File: src/rtl/lbm_pkg.sv
package lbm_pkg;
  typedef enum logic [1:0] {
    PH_IDLE = 2'd0,
    PH_ADDR = 2'd1,
    PH_STRB = 2'd2,
    PH_TURN = 2'd3
  } lbm_phase_e;
endpackage

File: src/rtl/lbm_seq.sv
module lbm_seq #(
  parameter int CNT_W   = 4,
  parameter int TMO_CYC = 64
) (
  input  logic              clk,
  input  logic              rst,
  input  logic              req_valid,
  input  logic              cfg_use_rdy,
  input  logic [CNT_W-1:0]  cfg_ale_cyc,
  input  logic [CNT_W-1:0]  cfg_strb_cyc,
  input  logic [CNT_W-1:0]  cfg_turn_cyc,
  input  logic              rdy_hit,
  output lbm_pkg::lbm_phase_e phase,
  output logic              accept,
  output logic              done,
  output logic              ack,
  output logic              err
);
  import lbm_pkg::*;
  localparam int TMO_W = $clog2(TMO_CYC + 1);

  logic [CNT_W-1:0] cnt;
  logic [TMO_W-1:0] tcnt;
  logic             tmo_hit;

  assign accept  = (phase == PH_IDLE) && req_valid && !ack;
  assign tmo_hit = cfg_use_rdy && (tcnt == TMO_W'(TMO_CYC - 1));
  assign done    = (phase == PH_STRB) &&
                   (cfg_use_rdy ? (rdy_hit || tmo_hit) : (cnt == '0));

  always_ff @(posedge clk) begin
    if (rst) begin
      phase <= PH_IDLE;
      cnt   <= '0;
      tcnt  <= '0;
      ack   <= 1'b0;
      err   <= 1'b0;
    end else begin
      ack <= done;
      if (done) err <= cfg_use_rdy && !rdy_hit;
      unique case (phase)
        PH_IDLE: if (accept) begin
          phase <= PH_ADDR;
          cnt   <= cfg_ale_cyc;
        end
        PH_ADDR: if (cnt == '0) begin
          phase <= PH_STRB;
          cnt   <= cfg_strb_cyc;
          tcnt  <= '0;
        end else begin
          cnt <= cnt - CNT_W'(1);
        end
        PH_STRB: if (done) begin
          phase <= (cfg_turn_cyc == '0) ? PH_IDLE : PH_TURN;
          cnt   <= cfg_turn_cyc - CNT_W'(1);
        end else begin
          if (cnt != '0) cnt <= cnt - CNT_W'(1);
          if (cfg_use_rdy) tcnt <= tcnt + TMO_W'(1);
        end
        PH_TURN: if (cnt == '0) phase <= PH_IDLE;
                 else cnt <= cnt - CNT_W'(1);
        default: phase <= PH_IDLE;
      endcase
    end
  end

  AST_ACK_PULSE: assert property (@(posedge clk) disable iff (rst)
    ack |=> !ack);
  AST_TMO_BOUND: assert property (@(posedge clk) disable iff (rst)
    (phase == PH_STRB) |-> (tcnt < TMO_W'(TMO_CYC)));
  AST_ACK_AFTER_STROBE: assert property (@(posedge clk) disable iff (rst)
    ack |-> (phase == PH_TURN || phase == PH_IDLE));
endmodule

File: src/rtl/lbm_datapath.sv
module lbm_datapath #(
  parameter int LOC_AW = 16,
  parameter int DW     = 16,
  parameter int SEP_AW = 10
) (
  input  logic              clk,
  input  logic              rst,
  input  logic              accept,
  input  logic              done,
  input  logic              req_write,
  input  logic [LOC_AW:0]   req_addr,
  input  logic [DW-1:0]     req_wdata,
  input  logic              cfg_wide,
  input  logic              cfg_swap,
  input  logic [DW-1:0]     lb_ad_i,
  output logic              cap_write,
  output logic              cap_win,
  output logic [LOC_AW-1:0] cap_addr,
  output logic [DW-1:0]     wfmt,
  output logic [SEP_AW-1:0] sep_addr,
  output logic [DW-1:0]     rdata
);
  localparam int NB = DW / 8;

  logic [DW-1:0] wdata_q, w_sw, r_sw, r_fmt;

  for (genvar g = 0; g < NB; g++) begin : g_lane
    assign w_sw[g*8 +: 8] = wdata_q[(NB-1-g)*8 +: 8];
    assign r_sw[g*8 +: 8] = lb_ad_i[(NB-1-g)*8 +: 8];
  end

  assign wfmt  = cfg_wide ? (cfg_swap ? w_sw : wdata_q)
                          : {{(DW-8){1'b0}}, wdata_q[7:0]};
  assign r_fmt = cfg_wide ? (cfg_swap ? r_sw : lb_ad_i)
                          : {{(DW-8){1'b0}}, lb_ad_i[7:0]};
  assign sep_addr = cfg_wide ? cap_addr[SEP_AW:1] : cap_addr[SEP_AW-1:0];

  always_ff @(posedge clk) begin
    if (rst) begin
      cap_write <= 1'b0;
      cap_win   <= 1'b0;
      cap_addr  <= '0;
      wdata_q   <= '0;
      rdata     <= '0;
    end else begin
      if (accept) begin
        cap_write <= req_write;
        cap_win   <= req_addr[LOC_AW];
        cap_addr  <= req_addr[LOC_AW-1:0];
        wdata_q   <= req_wdata;
      end
      if (done) rdata <= r_fmt;
    end
  end
endmodule

File: src/rtl/lbus_master.sv
module lbus_master #(
  parameter int LOC_AW  = 16,
  parameter int DW      = 16,
  parameter int SEP_AW  = 10,
  parameter int CNT_W   = 4,
  parameter int TMO_CYC = 64
) (
  input  logic              clk,
  input  logic              rst,
  input  logic              req_valid,
  input  logic              req_write,
  input  logic [LOC_AW:0]   req_addr,
  input  logic [DW-1:0]     req_wdata,
  output logic              req_ack,
  output logic [DW-1:0]     rsp_rdata,
  output logic              rsp_err,
  input  logic              cfg_mux,
  input  logic              cfg_wide,
  input  logic              cfg_swap,
  input  logic              cfg_use_rdy,
  input  logic              cfg_ale_hi,
  input  logic              cfg_rdy_hi,
  input  logic [CNT_W-1:0]  cfg_ale_cyc,
  input  logic [CNT_W-1:0]  cfg_strb_cyc,
  input  logic [CNT_W-1:0]  cfg_turn_cyc,
  output logic [DW-1:0]     lb_ad_o,
  output logic              lb_ad_oe,
  input  logic [DW-1:0]     lb_ad_i,
  output logic [SEP_AW-1:0] lb_a,
  output logic              lb_ale,
  output logic              lb_rd_n,
  output logic              lb_wr_n,
  output logic              lb_cs0_n,
  output logic              lb_cs1_n,
  input  logic              lb_rdy
);
  import lbm_pkg::*;

  lbm_phase_e        phase;
  logic              accept, done, rdy_hit;
  logic              cap_write, cap_win;
  logic [LOC_AW-1:0] cap_addr;
  logic [DW-1:0]     wfmt;
  logic [SEP_AW-1:0] sep_addr;
  logic              in_addr, in_strb, active, ale_on;

  assign rdy_hit = (lb_rdy == cfg_rdy_hi);

  lbm_seq #(.CNT_W(CNT_W), .TMO_CYC(TMO_CYC)) u_seq (
    .clk(clk), .rst(rst), .req_valid(req_valid), .cfg_use_rdy(cfg_use_rdy),
    .cfg_ale_cyc(cfg_ale_cyc), .cfg_strb_cyc(cfg_strb_cyc),
    .cfg_turn_cyc(cfg_turn_cyc), .rdy_hit(rdy_hit), .phase(phase),
    .accept(accept), .done(done), .ack(req_ack), .err(rsp_err)
  );

  lbm_datapath #(.LOC_AW(LOC_AW), .DW(DW), .SEP_AW(SEP_AW)) u_dp (
    .clk(clk), .rst(rst), .accept(accept), .done(done),
    .req_write(req_write), .req_addr(req_addr), .req_wdata(req_wdata),
    .cfg_wide(cfg_wide), .cfg_swap(cfg_swap), .lb_ad_i(lb_ad_i),
    .cap_write(cap_write), .cap_win(cap_win), .cap_addr(cap_addr),
    .wfmt(wfmt), .sep_addr(sep_addr), .rdata(rsp_rdata)
  );

  assign in_addr  = (phase == PH_ADDR);
  assign in_strb  = (phase == PH_STRB);
  assign active   = in_addr || in_strb;
  assign ale_on   = in_addr && cfg_mux;

  assign lb_cs0_n = !(active && !cap_win);
  assign lb_cs1_n = !(active && cap_win);
  assign lb_ale   = cfg_ale_hi ? ale_on : !ale_on;
  assign lb_rd_n  = !(in_strb && !cap_write);
  assign lb_wr_n  = !(in_strb && cap_write);
  assign lb_ad_oe = ale_on || (active && cap_write);
  assign lb_ad_o  = ale_on ? cap_addr[DW-1:0] : (lb_ad_oe ? wfmt : '0);
  assign lb_a     = cfg_mux ? '0 : sep_addr;

  AST_ONE_STROBE: assert property (@(posedge clk) disable iff (rst)
    !(!lb_rd_n && !lb_wr_n));
  AST_CS_EXCL: assert property (@(posedge clk) disable iff (rst)
    (lb_cs0_n || lb_cs1_n));
  AST_ALE_NO_STROBE: assert property (@(posedge clk) disable iff (rst)
    (lb_ale == cfg_ale_hi) |-> (lb_rd_n && lb_wr_n));
  AST_READ_NO_DRIVE: assert property (@(posedge clk) disable iff (rst)
    !lb_rd_n |-> !lb_ad_oe);
  AST_ACK_IDLE_BUS: assert property (@(posedge clk) disable iff (rst)
    req_ack |-> (lb_cs0_n && lb_cs1_n && lb_rd_n && lb_wr_n));
endmodule

File: config.mk
export PLATFORM = sky130hd
export DESIGN_NAME = lbus_master
export DESIGN_NICKNAME = d
export VERILOG_FILES = /design/src/rtl/lbm_pkg.sv /design/src/rtl/lbm_seq.sv /design/src/rtl/lbm_datapath.sv /design/src/rtl/lbus_master.sv
export SDC_FILE = /design/constraint.sdc
export NUM_CORES = 1
export LEC_CHECK = 0
export BUFFER_PORTS_ARGS = -buffer_cell sky130_fd_sc_hd__buf_2
export CAP_MARGIN = 20
export CORE_MARGIN = 4
export CORE_UTILIZATION = 40
export CTS_BUF_LIST = sky130_fd_sc_hd__clkbuf_8
export DETAILED_ROUTE_END_ITERATION = 16
export GPL_ROUTABILITY_DRIVEN = 1
export HOLD_SLACK_MARGIN = 0.02
export PLACE_DENSITY_LB_ADDON = 0.15
export SYNTH_ARGS = -nofsm -noshare
export SYNTH_HDL_FRONTEND = slang
export SYNTH_SLANG_ARGS = --single-unit
File: constraint.sdc
create_clock -name clk -period 3.2 [get_ports clk]
set_input_delay 0.48 -clock clk [delete_from_list [all_inputs] [get_ports clk]]
set_output_delay 0.48 -clock clk [all_outputs]
set_load 0.01 [all_outputs]
==> results_dict.tcl <==
set metrics [dict create \
    die-area_um2 10400 \
    cts-root-buf "clkbuf_8" \
    avgRoutedWirePerCell_um 14.9 \
    initial_core_util 0.408 \
    place.gp.congestion 0.825 \
    die_w_um 102 \
    hold_violations 0 \
    synth_top_flop_cell "dfxtp_1" \
    crit_required_ns 2.72 \
    grt_pass1_wl_um 15700 \
    fp.dieH_um 102 \
    fill_cells 904 \
    syn_area_per_cell_um2 7.73 \
    cts_tree "yes" \
    clkSinkCount 65 \
    cts-resized-gates 0 \
    critPathBufInv 2 \
    grtUsageTotal 0.192 \
    whs_path_depth 3 \
    std_cell_rows 34 \
    whs_ns 0.372 \
    crit_cells 6 \
    arrival_ns 2.27 \
    setup_violations 0 \
    crit_type "register to primary output" \
    post-route-period-util 0.860 \
    p_leak_nw 1.97 \
    gr-total-overflow 0 \
    portBuffers 121 \
    totalPowerFinal_mw 3.12 \
    p_seq_frac 0.345 \
    cts_buffers 9 \
    core-area_um2 8680 \
    synth_area_um2 3540 \
    synth_seq_cells 65 \
    peakVddDrop_uv 291 \
    regArea_um2 1300 \
    p_int_mw 1.95 \
    postSynthNetCount 539 \
    pwr_density_cell_nw_per_um2 702 \
    h-tree-depth 3 \
    drive_above_1_share 0.282 \
    synth_cell_type_count 52 \
    grt_pass1_vias 3308 \
    dp_worst_setup_slack_ns 0.842 \
    num_antenna_cells 0 \
    layout_min_cycle_time_ns 2.75 \
    multi_input_area_um2 2060 \
    maxCapViolations 0 \
    hold_buffers 0 \
    vias_per_cell 5.30 \
    critical_path_peak_fanout 17 \
    tightest_slew_ns 0.796 \
    ios 122 \
    fin_area_um2 4440 \
    drc 0 \
    layout.nets 646 \
    drt_iter0_markers 111 \
    reg2reg_depth 7 \
    slew_viol_final 0 \
    status "finished, final reports clean" \
    clkPwrFrac 0.280 \
    totalWireLength_um 10100 \
    syn_inst 458 \
    cp_top_family "simple AND/OR/NAND/NOR gates" \
    timing.fmax_ghz 0.363 \
    clock_latency_ns 0.34 \
    setup_ws_ns 0.448 \
    synth_top_area_frac 0.368 \
    setup_tns_ns 0 \
    yosysTopAreaCell "dfxtp_1" \
    grt_max_degree 55 \
    slew_headroom 0.468 \
    yosysWarnings 0 \
    synth-seq-area-share 0.368 \
    syn_to_final_growth_pct 25.5 \
    placed_cell_area_um2 4190 \
    ys_top_cells_by_area "dfxtp_1 37%, nand2_1 12%, a21oi_1 7.8%, mux2i_1 7.4%, nand3_1 3.4%" \
    rsz0062_at_grt "false" \
    crit_chain "inv_1, ha_1, and2_1, nand2_1, o21ai_0, buf_2" \
    cp_slowest_cell "and2_1" \
    async_flop_share 0 \
    cp-start-kind "register" \
    cpPeakStageDelay_ns 0.64 \
    post_cts_buffers 0 \
    netSwitchingPower_mw 1.16 \
    skew_ns 0.0103 \
    dp_hpwl_um 7300 \
    combPwrFrac 0.374 \
    clk_pin_slew_worst_paths_ns 0.08 \
    dr.pass1.iters 5 \
    antenna_found_initial 0 \
    cts_buffer_depth 2 \
    cp-end-kind "primary output" \
    synth_edf_count 0 \
    num_vias 3591 \
    ant_nets 0 \
    swShare 0.373 \
    hp-class "input pin to register" \
]
-- flip-flops by register name, indices dropped and copies added (netlist names) --
| signal | flops |
|---|---|
| u_dp.cap_addr | 16 |
| u_dp.rdata | 16 |
| u_dp.wdata_q | 16 |
| u_seq.tcnt | 7 |
| u_seq.cnt | 4 |
| u_seq.phase | 2 |
| u_dp.cap_win | 1 |
| u_dp.cap_write | 1 |
| u_seq.ack | 1 |
| u_seq.err | 1 |
-- layout by cell type (no fill, tap or decap), types with 2 or more instances in the layout --
master      netlist  layout
buf_4             0       5
a221o_1           3       3
or3_1             4       4
nor2_1           22      22
dfxtp_1          65      65
mux2i_1          26      26
bufinv_16         0       3
and2_1            2       2
nor3b_2           1       2
a311oi_1          8       8
nand2_1         115     115
o221a_2           2       2
clkinvlp_4        0       2
clkbuf_8          0      10
nand4_1           3       3
nor3_1            4       4
mux2_2            8       8
ha_1              9       9
xor2_1            2       2
xnor2_1           3       3
o31ai_1           2       2
o32ai_1           2       2
a31oi_1           3       3
inv_1            13      13
nand2b_1          3       3
or4_1             2       2
buf_2             4     121
o21ai_0          23      23
o211ai_1          2       2
a21oi_1          55      55
nand3_1          24      24
-- stage by stage --
step | util | std cells
after floorplan | - | 458
after global placement | 0.483 | 662
after detailed placement | 0.483 | 662
after CTS | 0.512 | 678
after global routing | 0.512 | 678
final | 0.512 | 678
-- cell families after synthesis --
group                    count (synthesis)  synth area share
multiplexers                            34            0.0990
XOR/XNOR                                 6            0.0170
AO/OA/AOI/OAI                          114             0.203
adder cells (fa/ha/maj)                  9            0.0318
buffers and inverters                   43            0.0513
flip-flops                              65             0.368
AND/OR/NAND/NOR                        187             0.230
-- Yosys cell counts, types with 4 or more instances --
| cell type | number |
|---|---|
| a21oi_1 | 55 |
| a311oi_1 | 8 |
| buf_1 | 5 |
| buf_2 | 4 |
| clkbuf_1 | 19 |
| dfxtp_1 | 65 |
| ha_1 | 9 |
| inv_1 | 13 |
| mux2_2 | 8 |
| mux2i_1 | 26 |
| nand2_1 | 115 |
| nand3_1 | 24 |
| nor2_1 | 22 |
| nor3_1 | 4 |
| o21ai_0 | 23 |
| or3_1 | 4 |
-- power groups by stage --
stage | combinational (mW) | sequential (mW) | clock (mW)
floorplan | 0.861 | 1.07 | 0
CTS | 1.17 | 1.08 | 0.899
detailed placement | 1.17 | 1.09 | 0
global placement | 1.15 | 1.09 | 0
global route | 1.32 | 1.10 | 0.924
finish | 1.17 | 1.08 | 0.874
-- path summary, 6_finish.rpt --
check	startpoint	to	slack, ns
setup / recovery	u_seq.phase[1]$_SDFFE_PP0P_	lb_ad_o[9]	0.45
hold / removal	req_wdata[12]	u_dp.wdata_q[12]$_SDFFE_PP0P_	0.37
setup reg to reg	u_seq.cnt[0]$_SDFFE_PP0P_	u_seq.cnt[0]$_SDFFE_PP0P_	0.95
hold reg to reg	u_dp.rdata[12]$_SDFFE_PP0N_	u_dp.rdata[12]$_SDFFE_PP0N_	0.45
-- worst min-delay path, cell delays in order --
cell and delay (ns):
buf_2 0.10, nand2_1 0.04, a21oi_1 0.05
-- per-layer routing --
metal / track usage / vias to the layer above / share of wire
met4: 0.0868 / 0 / 0.028
met1: 0.246 / 1637 / 0.44
li1: - / 1818 / -
met5: 0 / - / 0
met2: 0.296 / 116 / 0.45
met3: 0.0573 / 20 / 0.077
-- layout make-up --
type,instances,share of cell area
inverter,13,0.0110
sequential,65,0.293
clock inverter,6,0.0256
clock buffer,10,0.0310
multi-input combinational,350,0.464
timing repair buffer,126,0.145
tap,108,0.0304
No activity file was read; power rests on OpenSTA's default activity.
